[config.mk]
export PLATFORM = sky130hd
export DESIGN_NAME = line_frame_gen
export DESIGN_NICKNAME = d
export VERILOG_FILES = /design/src/rtl/lfg_pkg.sv /design/src/rtl/lfg_regs.sv /design/src/rtl/lfg_line.sv /design/src/rtl/lfg_frame.sv /design/src/rtl/line_frame_gen.sv
export SDC_FILE = /design/constraint.sdc
export NUM_CORES = 1
export LEC_CHECK = 0
export BUFFER_PORTS_ARGS = -buffer_cell sky130_fd_sc_hd__buf_2
export CAP_MARGIN = 40
export CELL_PAD_IN_SITES_DETAIL_PLACEMENT = 1
export CELL_PAD_IN_SITES_GLOBAL_PLACEMENT = 2
export CORE_ASPECT_RATIO = 0.9
export CORE_MARGIN = 4
export CORE_UTILIZATION = 37
export CTS_BUF_LIST = sky130_fd_sc_hd__clkbuf_4 sky130_fd_sc_hd__clkbuf_8
export DETAILED_ROUTE_END_ITERATION = 10
export GPL_TIMING_DRIVEN = 0
export PLACE_DENSITY_LB_ADDON = 0.1
export SYNTH_ARGS = -nofsm -noshare
export SYNTH_HDL_FRONTEND = slang
export SYNTH_SLANG_ARGS = --single-unit
[constraint.sdc]
create_clock -name clk -period 3.3 [get_ports clk]
set_input_delay 0.165 -clock clk [delete_from_list [all_inputs] [get_ports clk]]
set_output_delay 0.165 -clock clk [all_outputs]
set_load 0.01 [all_outputs]
[src/rtl/lfg_pkg.sv]
package lfg_pkg;
  localparam int DATA_W  = 16;
  localparam int IDX_W   = 5;
  localparam int HALF_W  = DATA_W / 2;

  localparam logic [IDX_W-1:0] IDX_STATUS = 5'd8;
  localparam logic [IDX_W-1:0] IDX_LINE   = 5'd11;
  localparam logic [IDX_W-1:0] IDX_FOPEN  = 5'd14;
  localparam logic [IDX_W-1:0] IDX_FCLOSE = 5'd17;

  localparam int ST_LINE  = 0;
  localparam int ST_FRAME = 1;
  localparam int ST_DONE  = 2;

  typedef struct packed {
    logic [HALF_W-1:0] close_cnt;
    logic [HALF_W-1:0] open_cnt;
  } line_cfg_t;
endpackage

[src/rtl/lfg_regs.sv]
module lfg_regs
  import lfg_pkg::*;
(
  input  logic              clk,
  input  logic              rst,
  input  logic              wr_en,
  input  logic              rd_en,
  input  logic [IDX_W-1:0]  reg_idx,
  input  logic [DATA_W-1:0] wr_data,
  input  logic              line_en,
  input  logic              frame_en,
  input  logic              done_evt,
  output logic [DATA_W-1:0] rd_data,
  output line_cfg_t         line_cfg,
  output logic [DATA_W-1:0] fopen,
  output logic [DATA_W-1:0] fclose
);
  logic              sticky_q;
  logic [DATA_W-1:0] status_w;
  logic [DATA_W-1:0] rd_mux;
  logic              status_rd;

  assign status_rd = rd_en && (reg_idx == IDX_STATUS);

  always_comb begin
    status_w = '0;
    status_w[ST_LINE]  = line_en;
    status_w[ST_FRAME] = frame_en;
    status_w[ST_DONE]  = sticky_q;
  end

  always_comb begin
    case (reg_idx)
      IDX_STATUS: rd_mux = status_w;
      IDX_LINE:   rd_mux = line_cfg;
      IDX_FOPEN:  rd_mux = fopen;
      IDX_FCLOSE: rd_mux = fclose;
      default:    rd_mux = '0;
    endcase
  end

  always_ff @(posedge clk) begin
    if (rst) begin
      line_cfg <= '0;
      fopen    <= '0;
      fclose   <= '0;
      rd_data  <= '0;
      sticky_q <= 1'b0;
    end else begin
      if (wr_en) begin
        case (reg_idx)
          IDX_LINE:   line_cfg <= wr_data;
          IDX_FOPEN:  fopen    <= wr_data;
          IDX_FCLOSE: fclose   <= wr_data;
          default: ;
        endcase
      end
      if (rd_en) rd_data <= rd_mux;
      if (done_evt)       sticky_q <= 1'b1;
      else if (status_rd) sticky_q <= 1'b0;
    end
  end


  sticky_set_chk: assert property (@(posedge clk) disable iff (rst)
    done_evt |=> sticky_q);

  sticky_clr_chk: assert property (@(posedge clk) disable iff (rst)
    (status_rd && !done_evt) |=> !sticky_q);

  cfg_hold_chk: assert property (@(posedge clk) disable iff (rst)
    !wr_en |=> ($stable(line_cfg) && $stable(fopen) && $stable(fclose)));
endmodule

[src/rtl/lfg_line.sv]
module lfg_line #(
  parameter int CNT_W = 8
) (
  input  logic             clk,
  input  logic             rst,
  input  logic             tick,
  input  logic             restart,
  input  logic [CNT_W-1:0] open_cnt,
  input  logic [CNT_W-1:0] close_cnt,
  output logic             line_en
);
  localparam logic [CNT_W-1:0] CNT_MAX = {CNT_W{1'b1}};

  logic [CNT_W-1:0] cnt_q, cnt_n;
  logic             act_q, act_n;
  logic             en_n;

  always_comb begin
    cnt_n = cnt_q;
    act_n = act_q;
    if (restart) begin
      cnt_n = '0;
      act_n = 1'b1;
    end else if (tick && act_q && (cnt_q != CNT_MAX)) begin
      cnt_n = cnt_q + 1'b1;
    end
    en_n = act_n && (cnt_n >= open_cnt) && (cnt_n < close_cnt);
  end

  always_ff @(posedge clk) begin
    if (rst) begin
      cnt_q   <= '0;
      act_q   <= 1'b0;
      line_en <= 1'b0;
    end else begin
      cnt_q   <= cnt_n;
      act_q   <= act_n;
      line_en <= en_n;
    end
  end


  line_inverted_chk: assert property (@(posedge clk) disable iff (rst)
    (close_cnt <= open_cnt) |=> !line_en);

  line_restart_chk: assert property (@(posedge clk) disable iff (rst)
    restart |=> (line_en == ($past(open_cnt) == '0 && $past(close_cnt) != '0)));

  line_sat_chk: assert property (@(posedge clk) disable iff (rst)
    (cnt_q == CNT_MAX && !restart) |=> (cnt_q == CNT_MAX));
endmodule

[src/rtl/lfg_frame.sv]
module lfg_frame #(
  parameter int CNT_W = 16
) (
  input  logic             clk,
  input  logic             rst,
  input  logic             quad,
  input  logic             restart,
  input  logic [CNT_W-1:0] open_cnt,
  input  logic [CNT_W-1:0] close_cnt,
  output logic             frame_en,
  output logic             done_evt
);
  localparam logic [CNT_W-1:0] CNT_MAX = {CNT_W{1'b1}};

  logic [CNT_W-1:0] cnt_q, cnt_n;
  logic             en_n;

  always_comb begin
    cnt_n = cnt_q;
    if (restart)
      cnt_n = '0;
    else if (quad && (cnt_q != CNT_MAX))
      cnt_n = cnt_q + 1'b1;
    en_n     = (cnt_n >= open_cnt) && (cnt_n < close_cnt);
    done_evt = quad && !restart && frame_en && !en_n;
  end

  always_ff @(posedge clk) begin
    if (rst) begin
      cnt_q    <= '0;
      frame_en <= 1'b0;
    end else begin
      cnt_q    <= cnt_n;
      frame_en <= en_n;
    end
  end


  frame_inverted_chk: assert property (@(posedge clk) disable iff (rst)
    (close_cnt <= open_cnt) |=> !frame_en);

  frame_restart_chk: assert property (@(posedge clk) disable iff (rst)
    restart |=> (frame_en == ($past(open_cnt) == '0 && $past(close_cnt) != '0)));

  frame_sat_chk: assert property (@(posedge clk) disable iff (rst)
    (cnt_q == CNT_MAX && !restart) |=> (cnt_q == CNT_MAX));
endmodule

[src/rtl/line_frame_gen.sv]
module line_frame_gen
  import lfg_pkg::*;
(
  input  logic              clk,
  input  logic              rst,
  input  logic              wr_en,
  input  logic              rd_en,
  input  logic [IDX_W-1:0]  reg_idx,
  input  logic [DATA_W-1:0] wr_data,
  output logic [DATA_W-1:0] rd_data,
  input  logic              adc_tick,
  input  logic              line_start,
  input  logic              quad_done,
  input  logic              frame_rst,
  output logic              line_enable,
  output logic              frame_enable
);
  line_cfg_t         line_cfg;
  logic [DATA_W-1:0] fopen, fclose;
  logic              done_evt;

  lfg_regs u_regs (
    .clk      (clk),
    .rst      (rst),
    .wr_en    (wr_en),
    .rd_en    (rd_en),
    .reg_idx  (reg_idx),
    .wr_data  (wr_data),
    .line_en  (line_enable),
    .frame_en (frame_enable),
    .done_evt (done_evt),
    .rd_data  (rd_data),
    .line_cfg (line_cfg),
    .fopen    (fopen),
    .fclose   (fclose)
  );

  lfg_line #(.CNT_W(HALF_W)) u_line (
    .clk       (clk),
    .rst       (rst),
    .tick      (adc_tick),
    .restart   (line_start),
    .open_cnt  (line_cfg.open_cnt),
    .close_cnt (line_cfg.close_cnt),
    .line_en   (line_enable)
  );

  lfg_frame #(.CNT_W(DATA_W)) u_frame (
    .clk       (clk),
    .rst       (rst),
    .quad      (quad_done),
    .restart   (frame_rst),
    .open_cnt  (fopen),
    .close_cnt (fclose),
    .frame_en  (frame_enable),
    .done_evt  (done_evt)
  );


  line_idle_chk: assert property (@(posedge clk) disable iff (rst)
    (!wr_en && !line_start && !adc_tick) |=> $stable(line_enable));

  frame_idle_chk: assert property (@(posedge clk) disable iff (rst)
    (!wr_en && !frame_rst && !quad_done) |=> $stable(frame_enable));
endmodule

==> results.json <==
{
  "status": "complete, no violations",
  "multi_input_area_sq_mm": 0.003037,
  "die_h_microns": 118.8,
  "insertion_delay_ns": 0.39,
  "synthSimpleGateAreaFrac_pct": 22.37,
  "synthTopCellsByCount": "nor2_1, dfxtp_1, a21oi_1",
  "synthesis.area_sq_mm": 0.005050,
  "antenna_found_initial": 0,
  "slew_headroom_pct": 46.14,
  "worst_pin_slew_ns": 0.8035,
  "grt_first_pass_wirelength_microns": 26230,
  "hold_viol": 0,
  "core_area_sq_mm": 0.01336,
  "drt_pre_antenna_iters": 8,
  "grtUsageTotal_pct": 21.04,
  "synth-compound-area-share_pct": 15.24,
  "vias_per_cell": 5.520,
  "numCtsBuffers": 9,
  "grt_pass1_vias": 4888,
  "critPathKind": "flop to flop",
  "cts_sinks": 92,
  "syn-mean-instance-area_sq_um": 8.145,
  "startpoint_type": "flop",
  "timing.final.ws_setup_ns": 0.1237,
  "path_max_fanout": 6,
  "endpoint_kind": "flop",
  "chipWidth_microns": 131.1,
  "synthAdderAreaFrac_pct": 11.89,
  "synthCells": 620,
  "synth-xor-area-share_pct": 3.816,
  "dp_slack_ns": -0.4752,
  "rows": 40,
  "yosysWarnings": 0,
  "power_mw": 2.216,
  "finalClockSkew_ns": 0.01388,
  "synth-edff-count": 0,
  "synth_most_common_cell": "nor2_1",
  "fmax_mhz": 314.8,
  "drtIter0Drc": 278,
  "cts_tree": "done",
  "ys.flop_type": "dfxtp_1",
  "fp.dieArea_sq_mm": 0.01558,
  "clockBufferDepth": 2,
  "drc": 0,
  "ioPinCount": 47,
  "fin_nets": 759,
  "drv_cap": 0,
  "cp.required_ns": 3.57,
  "syn_to_final_growth_pct": 17.99,
  "async_flop_share_pct": 0,
  "ant_nets": 0,
  "num_vias": 4714,
  "synth.top_cell.area_share_pct": 36.47,
  "wl_microns": 16200,
  "synth_mux_area_share_pct": 3.568,
  "fin_area_sq_mm": 0.005958,
  "ys_seq_area_share_pct": 36.47,
  "grt_remaining_overflow": 0,
  "initial_core_util_pct": 37.79,
  "synth_top_family_by_area": "simple AND/OR/NAND/NOR gates",
  "diodes": 0,
  "hp-class": "input pin to flop",
  "synth_cell_types": 50,
  "synth_area_leaders": "dfxtp_1, ha_1, nor2_1",
  "power_leakage_nw": 2.294,
  "dpl_cell_area_sq_mm": 0.005479,
  "port_buffers": 43,
  "finalSetupViolations": 0,
  "wl_per_cell_microns": 18.96,
  "cts_root_buf": "clkbuf_8",
  "path_clk_slew_ns": 0.10,
  "min_period_over_period_pct": 96.25,
  "drive_gt1_share_pct": 16.47,
  "synth_seq_cells": 92,
  "post-route-min-period_ns": 3.176,
  "cp.arrival_ns": 3.44,
  "vdd_drop_max_mv": 0.1808,
  "grt_max_degree": 15,
  "gp_congestion": 0.8414,
  "synth_fp_nets": 697,
  "maxSlewViolCount": 0,
  "dpl.hpwl_microns": 12830,
  "synth_top_cell_by_area": "dfxtp_1",
  "cts-hold-fix-buffers": 0,
  "postLayoutCoreUtil_pct": 44.59,
  "power-per-cell-area_mw_per_mm2": 371.9,
  "regArea_sq_mm": 0.001862,
  "fillers": 1606,
  "ctsHtreeMaxLevel": 3
}
-- metal layers --
layer | vias to the layer above | track usage, % | share of wire (%)
met5 | - | 0 | 0
met4 | 0 | 4.987 | 1.4
met3 | 19 | 4.603 | 4.5
met2 | 101 | 33.55 | 45
met1 | 2311 | 29.25 | 49
li1 | 2283 | - | -
-- per-stage QoR --
step,hold slack (ns),cells,setup TNS [ns]
2_1_floorplan,0.3043,620,0
3_3_place_gp,0.4492,831,-0.9077
3_5_place_dp,0.4560,832,-0.9427
4_1_cts,0.03630,847,0
5_1_grt,0.04299,854,-0.1112
6_report,0.05738,854,0
-- cell type report --
type                    count  area share [%]
multi-input cells         445           50.97
clock buffers              10           2.310
inverters                  51           3.213
well taps                 168           3.528
clock inverters             5           1.680
repair buffers             52           4.704
plain buffers              31           2.352
flip-flops and latches     92           31.25
-- repair_timing --
item / CTS / global route
pin swaps: 4 / 13
resized for setup: 8 / 35
setup buffers: 1 / 7
setup endpoints to repair: 2 / 2
-- placed cells by master (no fill, tap or decap), drive strengths merged, types with 4 or more instances in the layout --
master  Yosys  routed
a211oi      4       4
and3        4       4
o21ai       9       9
nor2b       5       5
nor3       13      13
a21oi      61      61
nand2      51      51
xnor2       8       8
dfxtp      92      92
xor2       14      14
a222oi     13      13
ha         48      48
nand3      41      41
o21a        4       4
clkbuf     21      31
nor2       97      97
mux2i      18      18
nand4      15      15
buf        11      62
inv        51      51
a22oi       6       6
nor4        6       6
-- flip-flops by register name (all words and copies together), names as in the netlist --
name / flops
u_frame.frame_en: 1
u_regs.line_cfg: 16
u_regs.fclose: 16
u_regs.sticky_q: 1
u_regs.fopen: 16
u_frame.cnt_q: 16
u_regs.rd_data: 16
u_line.act_q: 1
u_line.line_en: 1
u_line.cnt_q: 8
-- cell families (layout without fill, tap and decap cells) --
| group | Yosys count | count (layout) |
|---|---|---|
| and+or+nand+nor | 241 | 241 |
| AOI/OAI and AO/OA | 116 | 116 |
| DFF | 92 | 92 |
| buffers and inverters | 83 | 149 |
| adders and majority gates | 48 | 48 |
| xor gates and xnor gates | 22 | 22 |
| muxes | 18 | 18 |
-- final timing paths --
path	startpoint	endpoint	slack, ns	depth (start not counted)
setup reg to reg	u_frame.cnt_q[1]$_SDFF_PP0_	u_regs.sticky_q$_SDFFE_PP0P_	0.12	15
hold / removal	wr_data[3]	u_regs.fclose[3]$_SDFFE_PP0P_	0.06	3
setup / recovery	u_frame.cnt_q[1]$_SDFF_PP0_	u_regs.sticky_q$_SDFFE_PP0P_	0.12	15
hold reg to reg	u_regs.fclose[8]$_SDFFE_PP0P_	u_regs.fclose[8]$_SDFFE_PP0P_	0.49	2
-- power by group --
group          switching [mW]  internal [mW]  total, mW
Sequential            0.00772           1.11       1.12
Clock                   0.424          0.518      0.942
Combinational           0.103         0.0493      0.152
-- critical path, stage by stage, from the launching register on --
cell      delay (ns)
dfxtp_4         0.38
ha_4            0.17
nand3_4         0.09
nor4_4          0.05
buf_4           0.14
nor3_4          0.28
nand2_1         0.12
xor2_1          0.19
nor2_1          0.19
ha_1            0.28
buf_4           0.15
a221oi_4        0.30
o211a_1         0.20
nand2_2         0.06
a221oi_4        0.33
o31ai_1         0.12
(Power assumes the default switching activity.)
